**config.mk**
```make
export PLATFORM = sky130hd
export DESIGN_NAME = tmr_bus_regif
export DESIGN_NICKNAME = d
export VERILOG_FILES = /design/src/rtl/tmr_regif_pkg.sv /design/src/rtl/tmr_addr_decode.sv /design/src/rtl/tmr_chan_regs.sv /design/src/rtl/tmr_bus_regif.sv
export SDC_FILE = /design/constraint.sdc
export NUM_CORES = 1
export LEC_CHECK = 0
export CORE_MARGIN = 8
export CORE_UTILIZATION = 45
export CTS_CLUSTER_SIZE = 28
export DETAILED_ROUTE_END_ITERATION = 6
export DONT_BUFFER_PORTS = 1
export SLEW_MARGIN = 15
export SYNTH_ARGS = -nofsm -noshare
export SYNTH_HDL_FRONTEND = slang
export SYNTH_SLANG_ARGS = --single-unit
```
**constraint.sdc**
```tcl
create_clock -name clk -period 1.9 [get_ports clk]
set_input_delay 0.19 -clock clk [delete_from_list [all_inputs] [get_ports clk]]
set_output_delay 0.19 -clock clk [all_outputs]
set_load 0.01 [all_outputs]
```
**src/rtl/tmr_regif_pkg.sv**
```systemverilog
package tmr_regif_pkg;
    typedef enum logic [1:0] {
        ACC_LATCH = 2'b00,
        ACC_LO    = 2'b01,
        ACC_HI    = 2'b10,
        ACC_LOHI  = 2'b11
    } acc_e;
endpackage

```
**src/rtl/tmr_addr_decode.sv**
```systemverilog
module tmr_addr_decode
    import tmr_regif_pkg::*;
#(
    parameter int N_CH = 3,
    parameter int BW   = 8
) (
    input  logic          cs,
    input  logic          wr_en,
    input  logic          rd_en,
    input  logic [1:0]    addr,
    input  logic [BW-1:0] wdata,
    output logic [N_CH-1:0] ctl_we,
    output logic [N_CH-1:0] data_we,
    output logic [N_CH-1:0] rd_adv,
    output acc_e          ctl_acc,
    output logic [2:0]    ctl_mode
);
    localparam logic [1:0] CTL_ADDR = 2'd3;

    logic ctl_hit;
    assign ctl_hit  = cs && wr_en && (addr == CTL_ADDR);
    assign ctl_acc  = acc_e'(wdata[5:4]);
    assign ctl_mode = wdata[3:1];

    for (genvar i = 0; i < N_CH; i++) begin : g_dec
        assign ctl_we[i]  = ctl_hit && (wdata[7:6] == 2'(i));
        assign data_we[i] = cs && wr_en && (addr == 2'(i));
        assign rd_adv[i]  = cs && rd_en && (addr == 2'(i));
    end
endmodule

```
**src/rtl/tmr_chan_regs.sv**
```systemverilog
module tmr_chan_regs
    import tmr_regif_pkg::*;
#(
    parameter int BW = 8
) (
    input  logic          clk,
    input  logic          rst_n,
    input  logic          ctl_we,
    input  acc_e          ctl_acc,
    input  logic [2:0]    ctl_mode,
    input  logic          data_we,
    input  logic          rd_adv,
    input  logic [BW-1:0] wdata,
    input  logic [2*BW-1:0] live,
    output logic [2*BW-1:0] cnt,
    output logic          load,
    output logic [2:0]    mode,
    output logic [BW-1:0] rbyte
);
    localparam int CW = 2 * BW;

    typedef struct packed {
        acc_e          acc;
        logic [2:0]    mode;
        logic          wr_hi;
        logic [BW-1:0] lo_buf;
        logic [CW-1:0] cnt;
        logic          load;
        logic          latched;
        logic          rd_hi;
        logic [CW-1:0] snap;
    } chan_st_t;

    chan_st_t st_d, st_q;

    always_comb begin
        st_d      = st_q;
        st_d.load = 1'b0;
        if (ctl_we) begin
            if (ctl_acc == ACC_LATCH) begin
                if (!st_q.latched) begin
                    st_d.latched = 1'b1;
                    st_d.snap    = live;
                    st_d.rd_hi   = 1'b0;
                end
            end else begin
                st_d.acc     = ctl_acc;
                st_d.mode    = ctl_mode;
                st_d.wr_hi   = 1'b0;
                st_d.latched = 1'b0;
                st_d.rd_hi   = 1'b0;
            end
        end else begin
            if (data_we) begin
                unique case (st_q.acc)
                    ACC_LO: begin
                        st_d.cnt  = {{BW{1'b0}}, wdata};
                        st_d.load = 1'b1;
                    end
                    ACC_HI: begin
                        st_d.cnt  = {wdata, {BW{1'b0}}};
                        st_d.load = 1'b1;
                    end
                    ACC_LOHI: begin
                        if (!st_q.wr_hi) begin
                            st_d.lo_buf = wdata;
                            st_d.wr_hi  = 1'b1;
                        end else begin
                            st_d.cnt   = {wdata, st_q.lo_buf};
                            st_d.wr_hi = 1'b0;
                            st_d.load  = 1'b1;
                        end
                    end
                    default: ;
                endcase
            end
            if (rd_adv) begin
                if (st_q.latched) begin
                    if (st_q.rd_hi) begin
                        st_d.latched = 1'b0;
                        st_d.rd_hi   = 1'b0;
                    end else begin
                        st_d.rd_hi = 1'b1;
                    end
                end else if (st_q.acc == ACC_LOHI) begin
                    st_d.rd_hi = !st_q.rd_hi;
                end
            end
        end
    end

    always_ff @(posedge clk) begin
        if (!rst_n) begin
            st_q       <= '0;
            st_q.acc   <= ACC_LOHI;
        end else begin
            st_q <= st_d;
        end
    end

    logic [CW-1:0] rd_src;
    logic          rd_hi_sel;
    assign rd_src    = st_q.latched ? st_q.snap : live;
    assign rd_hi_sel = st_q.latched ? st_q.rd_hi
                     : ((st_q.acc == ACC_HI) || (st_q.acc == ACC_LOHI && st_q.rd_hi));
    assign rbyte = rd_hi_sel ? rd_src[CW-1:BW] : rd_src[BW-1:0];
    assign cnt   = st_q.cnt;
    assign load  = st_q.load;
    assign mode  = st_q.mode;

    assert_latch_hold_R6: assert property (@(posedge clk) disable iff (!rst_n)
        (st_q.latched && !rd_adv && !(ctl_we && ctl_acc != ACC_LATCH))
        |=> (st_q.latched && $stable(st_q.snap)));

    assert_pair_load_R2: assert property (@(posedge clk) disable iff (!rst_n)
        (st_q.load && st_q.acc == ACC_LOHI) |-> $past(st_q.wr_hi));

    assert_cfg_clear_R7: assert property (@(posedge clk) disable iff (!rst_n)
        (ctl_we && ctl_acc != ACC_LATCH) |=> (!st_q.latched && !st_q.wr_hi && !st_q.rd_hi));

    assert_lo_only_zero_R3: assert property (@(posedge clk) disable iff (!rst_n)
        (st_q.load && st_q.acc == ACC_LO) |-> (st_q.cnt[CW-1:BW] == '0));
endmodule

```
**src/rtl/tmr_bus_regif.sv**
```systemverilog
module tmr_bus_regif
    import tmr_regif_pkg::*;
#(
    parameter int N_CH = 3,
    parameter int BW   = 8
) (
    input  logic                 clk,
    input  logic                 rst_n,
    input  logic                 cs,
    input  logic                 wr_en,
    input  logic                 rd_en,
    input  logic [1:0]           addr,
    input  logic [BW-1:0]        wdata,
    output logic [BW-1:0]        rdata,
    input  logic [N_CH*2*BW-1:0] live_cnt,
    output logic [N_CH*2*BW-1:0] cnt_val,
    output logic [N_CH-1:0]      cnt_load,
    output logic [N_CH*3-1:0]    ch_mode
);
    localparam int CW = 2 * BW;

    logic [N_CH-1:0] ctl_we, data_we, rd_adv;
    acc_e            ctl_acc;
    logic [2:0]      ctl_mode;
    logic [BW-1:0]   rbyte [N_CH];

    tmr_addr_decode #(.N_CH(N_CH), .BW(BW)) u_dec (
        .cs(cs), .wr_en(wr_en), .rd_en(rd_en), .addr(addr), .wdata(wdata),
        .ctl_we(ctl_we), .data_we(data_we), .rd_adv(rd_adv),
        .ctl_acc(ctl_acc), .ctl_mode(ctl_mode)
    );

    for (genvar i = 0; i < N_CH; i++) begin : g_ch
        tmr_chan_regs #(.BW(BW)) u_ch (
            .clk(clk), .rst_n(rst_n),
            .ctl_we(ctl_we[i]), .ctl_acc(ctl_acc), .ctl_mode(ctl_mode),
            .data_we(data_we[i]), .rd_adv(rd_adv[i]), .wdata(wdata),
            .live(live_cnt[i*CW +: CW]),
            .cnt(cnt_val[i*CW +: CW]), .load(cnt_load[i]),
            .mode(ch_mode[i*3 +: 3]), .rbyte(rbyte[i])
        );
    end

    always_comb begin
        rdata = '0;
        for (int i = 0; i < N_CH; i++) begin
            if (cs && addr == 2'(i)) rdata = rbyte[i];
        end
    end

    assert_one_target_R1: assert property (@(posedge clk) disable iff (!rst_n)
        $onehot0({ctl_we, data_we}));

    assert_quiet_bus_R8: assert property (@(posedge clk) disable iff (!rst_n)
        !cs |=> ($stable(cnt_val) && $stable(ch_mode)));

    assert_ctl_read_zero_R9: assert property (@(posedge clk) disable iff (!rst_n)
        (cs && rd_en && addr == 2'd3) |-> (rdata == '0));
endmodule

```
==> out/metrics.cfg, run 1 <==
[synthesis]
syn_nets=916
synthDistinctLibCells=57
synth-main-ff-cell=dfxtp_1
synth_top_family_by_area=simple AND/OR/NAND/NOR gates
yosys.area_share.simple=0.1756
yosys_register_bits=147
synth_warnings=0
synth_compound_area_frac=0.1712
synth_cells=853
yosys.area.top_type_share=0.3918
ys_seq_area_frac=0.3918
synth_edf_count=0
synthMuxAreaShare=0.1518
synthArstFlopShare=0
syn_avg_cell_area_sq_um=8.805
yosys.area_share.adder=0
synthTopCellsByArea=dfxtp_1 39%, mux2i_1 14%, buf_4 6.2%
synth_top_cell_by_area=dfxtp_1
synth-xor-area-share=0
syn_area_sq_um=7511

[worst_setup_path]
cp-end-kind=output pin
start_kind=register
critPathMaxFanout=5
critPathTopFamily=compound AO/OA/AOI/OAI gates
path_cells=nand2b_4 > a31oi_1 > a221o_1 > a31oi_1 > buf_4
cp_data_arrival_time_ns=1.79
critical_path_class=reg -> out
slowest_stage=dfxtp_4
critical-path-max-stage-delay_ns=0.39
critPathRequiredTime_ns=1.71
path_common_cell=a31oi_1
path_buf_inv=1

[floorplan]
die_h_microns=145.2
rows=47
core_area_sq_um=16470
die_w_microns=145.2
pin_count=131
initial_core_util=0.4562
die_area_sq_um=21080

[placement]
portBuffers=0
place_ws_ns=0.04584
dp_cells=982
gp_congestion=0.8807
place.detailed.hpwl_microns=14960

[status]
violations=negative setup slack
status=finished, violations left

[grt]
grt.total_usage=0.2141
grt_max_degree=89
grt_pass1_wl_microns=36030
antenna_found_initial=1
grt-ovfl-total=0
grt_pass1_vias=6355

[sta]
tightest_slew_ns=0.9602
rsz0062_at_grt=yes
final_max_slew_viol_count=0
relSlewSlack=0.3578
setup_violations=7
setup_ws_ns=-0.08085
max_freq_mhz=504.8
finClkSkew_ns=0.006617
min_period_ns=1.981
finalSetupTns_ns=-0.2877
hold_viol=0
fin_crit_sh=1.043

[final_layout]
nets=912
layout_commonest_cell=dfxtp_1
final_cell_mix=136 x dfxtp_1, 105 x mux2i_1, 96 x nor2_1
area_delta_synth_final_pct=20.06
fin_cells=1080
drive_gt1_frac=0.1721
antennaDiodeCount=0
fill_cells=1445
multi_input_area_sq_um=4026
regArea_sq_um=2972

[cts]
cts_max_level=4
cts_buffers=17
cts_buffer_depth=2
cts-root-buf=clkbuf_16
clkTransAtPathRegs_ns=0.06
cts_sinks=147
clock_latency_ns=0.42
cts_tree=built

[power]
p_leak_nw=3.074
p_per_area_nw_per_um2=828.5
ir_drop_uv=610.9

[route]
wl_microns=23100
vias_per_cell=5.935
dr.first_iter.drc_count=441
vias=6410
final_antenna_net_count=0
first_pass_iters=5
drc=0
wl_per_cell_microns=21.38

[run]
maxCapViolCount=0

[min_path]
hp-class=in -> reg

## worst register-to-register path: cells and delay by family (launching register included)
| kind | cells | cell delay (ns) |
|---|---|---|
| DFF | 1 | 0.53 |
| and+or+nand+nor | 2 | 0.47 |
| AOI/OAI and AO/OA | 1 | 0.35 |
| muxes | 1 | 0.19 |
## registers in the layout, indices dropped and copies added, names as in the netlist
register,cells
g_ch.u_ch.st_q,87
g_ch.u_ch.cnt,48
g_ch.u_ch.mode,9
g_ch.u_ch.load,3
## final cells by class
cell class | count | area share
clock buffers | 20 | 0.05065
flip-flops and latches | 147 | 0.3295
repair buffers | 108 | 0.1141
well taps | 220 | 0.03053
inverters | 14 | 0.005966
multi-input cells | 561 | 0.4465
clock inverters | 10 | 0.02276
## worst paths after layout
| check | from | to | slack (ns) | depth (start not counted) |
|---|---|---|---|---|
| worst max-delay path | g_ch[1].u_ch.st_q[16] | rdata[5] | -0.08 | 5 |
| worst min-delay path | rd_en | g_ch[1].u_ch.st_q[17] | 0.02 | 3 |
| worst max register to register | g_ch[2].u_ch.st_q[43] | g_ch[2].u_ch.cnt[8] | 0.26 | 4 |
| worst min register to register | g_ch[2].u_ch.st_q[41] | g_ch[2].u_ch.st_q[41] | 0.49 | 2 |
## stage by stage
stage / power, mW / hold slack (ns) / area [sq um] / utilization
6_report: 7.471 / 0.02461 / 9017 / 0.5476
4_1_cts: 7.513 / 0.001578 / 8925 / 0.5420
3_3_place_gp: 3.525 / 0.2690 / 7390 / 0.4488
5_1_grt: 7.687 / 0.03082 / 9017 / 0.5476
2_1_floorplan: 3.479 / 0.3158 / 7511 / -
3_5_place_dp: 3.536 / 0.2703 / 7390 / 0.4488
## Yosys cell counts (all sizes together), types with 3 or more instances
master  count
mux2        7
a21boi     18
nand2b     11
nor2       97
a21o        5
o31ai       6
dfxtp     147
a31oi       8
o311ai     10
buf        79
inv        14
o21a        4
mux2i     106
and3       18
nor3b       3
nand4      27
o21ai      64
a221o       7
clkbuf     55
a311oi      4
nor4        5
nand2      26
nor3        7
nand3      39
a21oi      42
a32o       14
## per-layer routing
layer	wire [microns]	share of wire	global-route usage
met5	13	0.00056	0
met4	562	0.024	0.08017
met3	1817	0.079	0.06872
met2	10680	0.46	0.3397
met1	10020	0.43	0.2667
## what timing repair did
action | in CTS | in global routing
hold buffers | 60 | 0
setup buffers | 7 | 0
endpoints found under the hold margin | 121 | 0
gates cloned | 2 | 1
setup endpoints to repair | 8 | 9
pin swaps | 12 | 12
gates resized for setup | 65 | 26
## report_power, final
| group | switching, mW | leakage (nW) | total, mW | internal (mW) |
|---|---|---|---|---|
| Clock | 1.29 | 0.318 | 3.80 | 2.51 |
| Combinational | 0.307 | 1.57 | 0.548 | 0.241 |
| Sequential | 0.0211 | 1.19 | 3.12 | 3.10 |
| Total | 1.62 | 3.07 | 7.47 | 5.85 |
## logic make-up after synthesis
kind of cell / count (synthesis)
and+or+nand+nor: 249
DFF: 147
AOI/OAI and AO/OA: 196
muxes: 113
buffers and inverters: 148
No activity file was read; power rests on OpenSTA's default activity.
==> run 2, diff against run 1 <==
- clock period: 1.9 -> 1.67 ns (I/O delays scaled with it)
==> out/metrics.cfg, run 2 (synthesized netlist as in run 1, its figures left out) <==
[status]
status=finished, violations left
violations=negative setup slack

[floorplan]
die_h_microns=145.2
rows=47
die_w_microns=145.2
die_area_sq_um=21080
initial_core_util=0.4562
pin_count=131
core_area_sq_um=16470

[final_layout]
nets=932
fill_cells=1437
antennaDiodeCount=0
layout_commonest_cell=dfxtp_1
largest_reg_flops=87
final_cell_mix=140 x dfxtp_1, 104 x mux2i_1, 96 x nor2_1
fin_cells=1102
drive_gt1_frac=0.1927
area_delta_synth_final_pct=21.89
top_register=g_ch.u_ch.st_q

[worst_setup_path]
start_kind=register
critical_path_class=reg -> out
path_common_cell=buf_6
critPathRequiredTime_ns=1.50
path_cells=buf_6 > mux2i_2 > a21oi_1 > o21ai_1 > buf_4 > a32oi_4 > buf_6
critPathMaxFanout=6
critical-path-max-stage-delay_ns=0.37
slowest_stage=dfxtp_4
cp-end-kind=output pin
cp_data_arrival_time_ns=1.81

[sta]
hold_viol=0
rsz0062_at_grt=yes
setup_ws_ns=-0.3114
setup_violations=8
final_max_slew_viol_count=0
min_period_ns=1.981
fin_crit_sh=1.186
finClkSkew_ns=0.007897
tightest_slew_ns=1.029
max_freq_mhz=504.7
relSlewSlack=0.3116

[route]
final_antenna_net_count=0
vias_per_cell=5.844
dr.first_iter.drc_count=603
vias=6440
wl_per_cell_microns=21.19
drc=0
first_pass_iters=5
wl_microns=23350

[placement]
portBuffers=0
gp_congestion=0.8818
place.detailed.hpwl_microns=15380
dp_cells=1009
place_ws_ns=0.002127

[cts]
cts_buffers=17
post-cts-setup-buffer-count=0
cts_max_level=4
cts_tree=built
cts_buffer_depth=2
cts_sinks=147
clock_latency_ns=0.43
cts-root-buf=clkbuf_16
clkTransAtPathRegs_ns=0.06

[grt]
grt_pass1_wl_microns=36370
grt.total_usage=0.2142
grt_max_degree=43
grt-ovfl-total=0
antenna_found_initial=0
grt_pass1_vias=6432

[min_path]
hp-class=in -> reg

[power]
p_per_area_nw_per_um2=880.7
ir_drop_uv=666.6
p_leak_nw=3.174

[run]
maxCapViolCount=0

[run 2: worst max-delay path: cells and delay by family (launching register included)]
kind                   cells  cell delay (ns)
AO/OA/AOI/OAI              3             0.43
multiplexers               1             0.16
buffers and inverters      3             0.44
flip-flops                 1             0.37
[run 2: cell type report]
class	count	area, sq um	share of cell area
clock buffer	20	466.7	0.05098
tap	220	275.3	0.03007
multi-input combinational	559	4043	0.4416
timing repair buffer	130	1227	0.1341
inverter	14	53.80	0.005877
sequential	147	2959	0.3232
clock inverter	12	130.1	0.01421
[run 2: what timing repair did]
item	4_1_cts	5_1_grt
gates resized for setup	51	32
endpoints found under the setup margin	8	46
hold buffers	57	2
hold endpoints to repair	121	2
pin swaps	15	4
cloned	2	1
[run 2: final timing paths]
path | start | endpoint | slack, ns | cells after the start
max | g_ch[1].u_ch.st_q[16] | rdata[2] | -0.31 | 7
min | rd_en | g_ch[2].u_ch.st_q[16] | 0.02 | 3
max reg2reg | g_ch[0].u_ch.st_q[17] | g_ch[0].u_ch.st_q[3] | 0.08 | 5
min reg2reg | g_ch[2].u_ch.st_q[14] | g_ch[2].u_ch.st_q[14] | 0.49 | 2
[run 2: per-stage QoR]
step                        util  TNS (ns)  hold WS [ns]  area, sq um  power (mW)
after global routing      0.5560    -2.718       0.02417         9155       8.304
after CTS                 0.5451    -5.329       -0.1179         8976       8.059
after detailed placement  0.4634         0        0.2545         7630       4.052
after global placement    0.4634         0        0.2484         7630       4.039
final                     0.5560    -2.055       0.01609         9155       8.062
after floorplan                -   -0.8707        0.2928         7515       3.958
[run 2: report_power, final]
| part | switching (mW) | total, mW | internal, mW |
|---|---|---|---|
| sequential | 0.0207 | 3.55 | 3.53 |
| combinational | 0.365 | 0.671 | 0.306 |
| clock | 1.53 | 3.84 | 2.31 |
| total | 1.92 | 8.06 | 6.15 |
[run 2: routing by layer]
metal  vias up  track usage  part of all wire
met5         -            0                 0
met4         0      0.06871             0.016
met1      3117       0.2677              0.44
met2       248       0.3371              0.46
li1       3046            -                 -
met3        29      0.07743             0.086
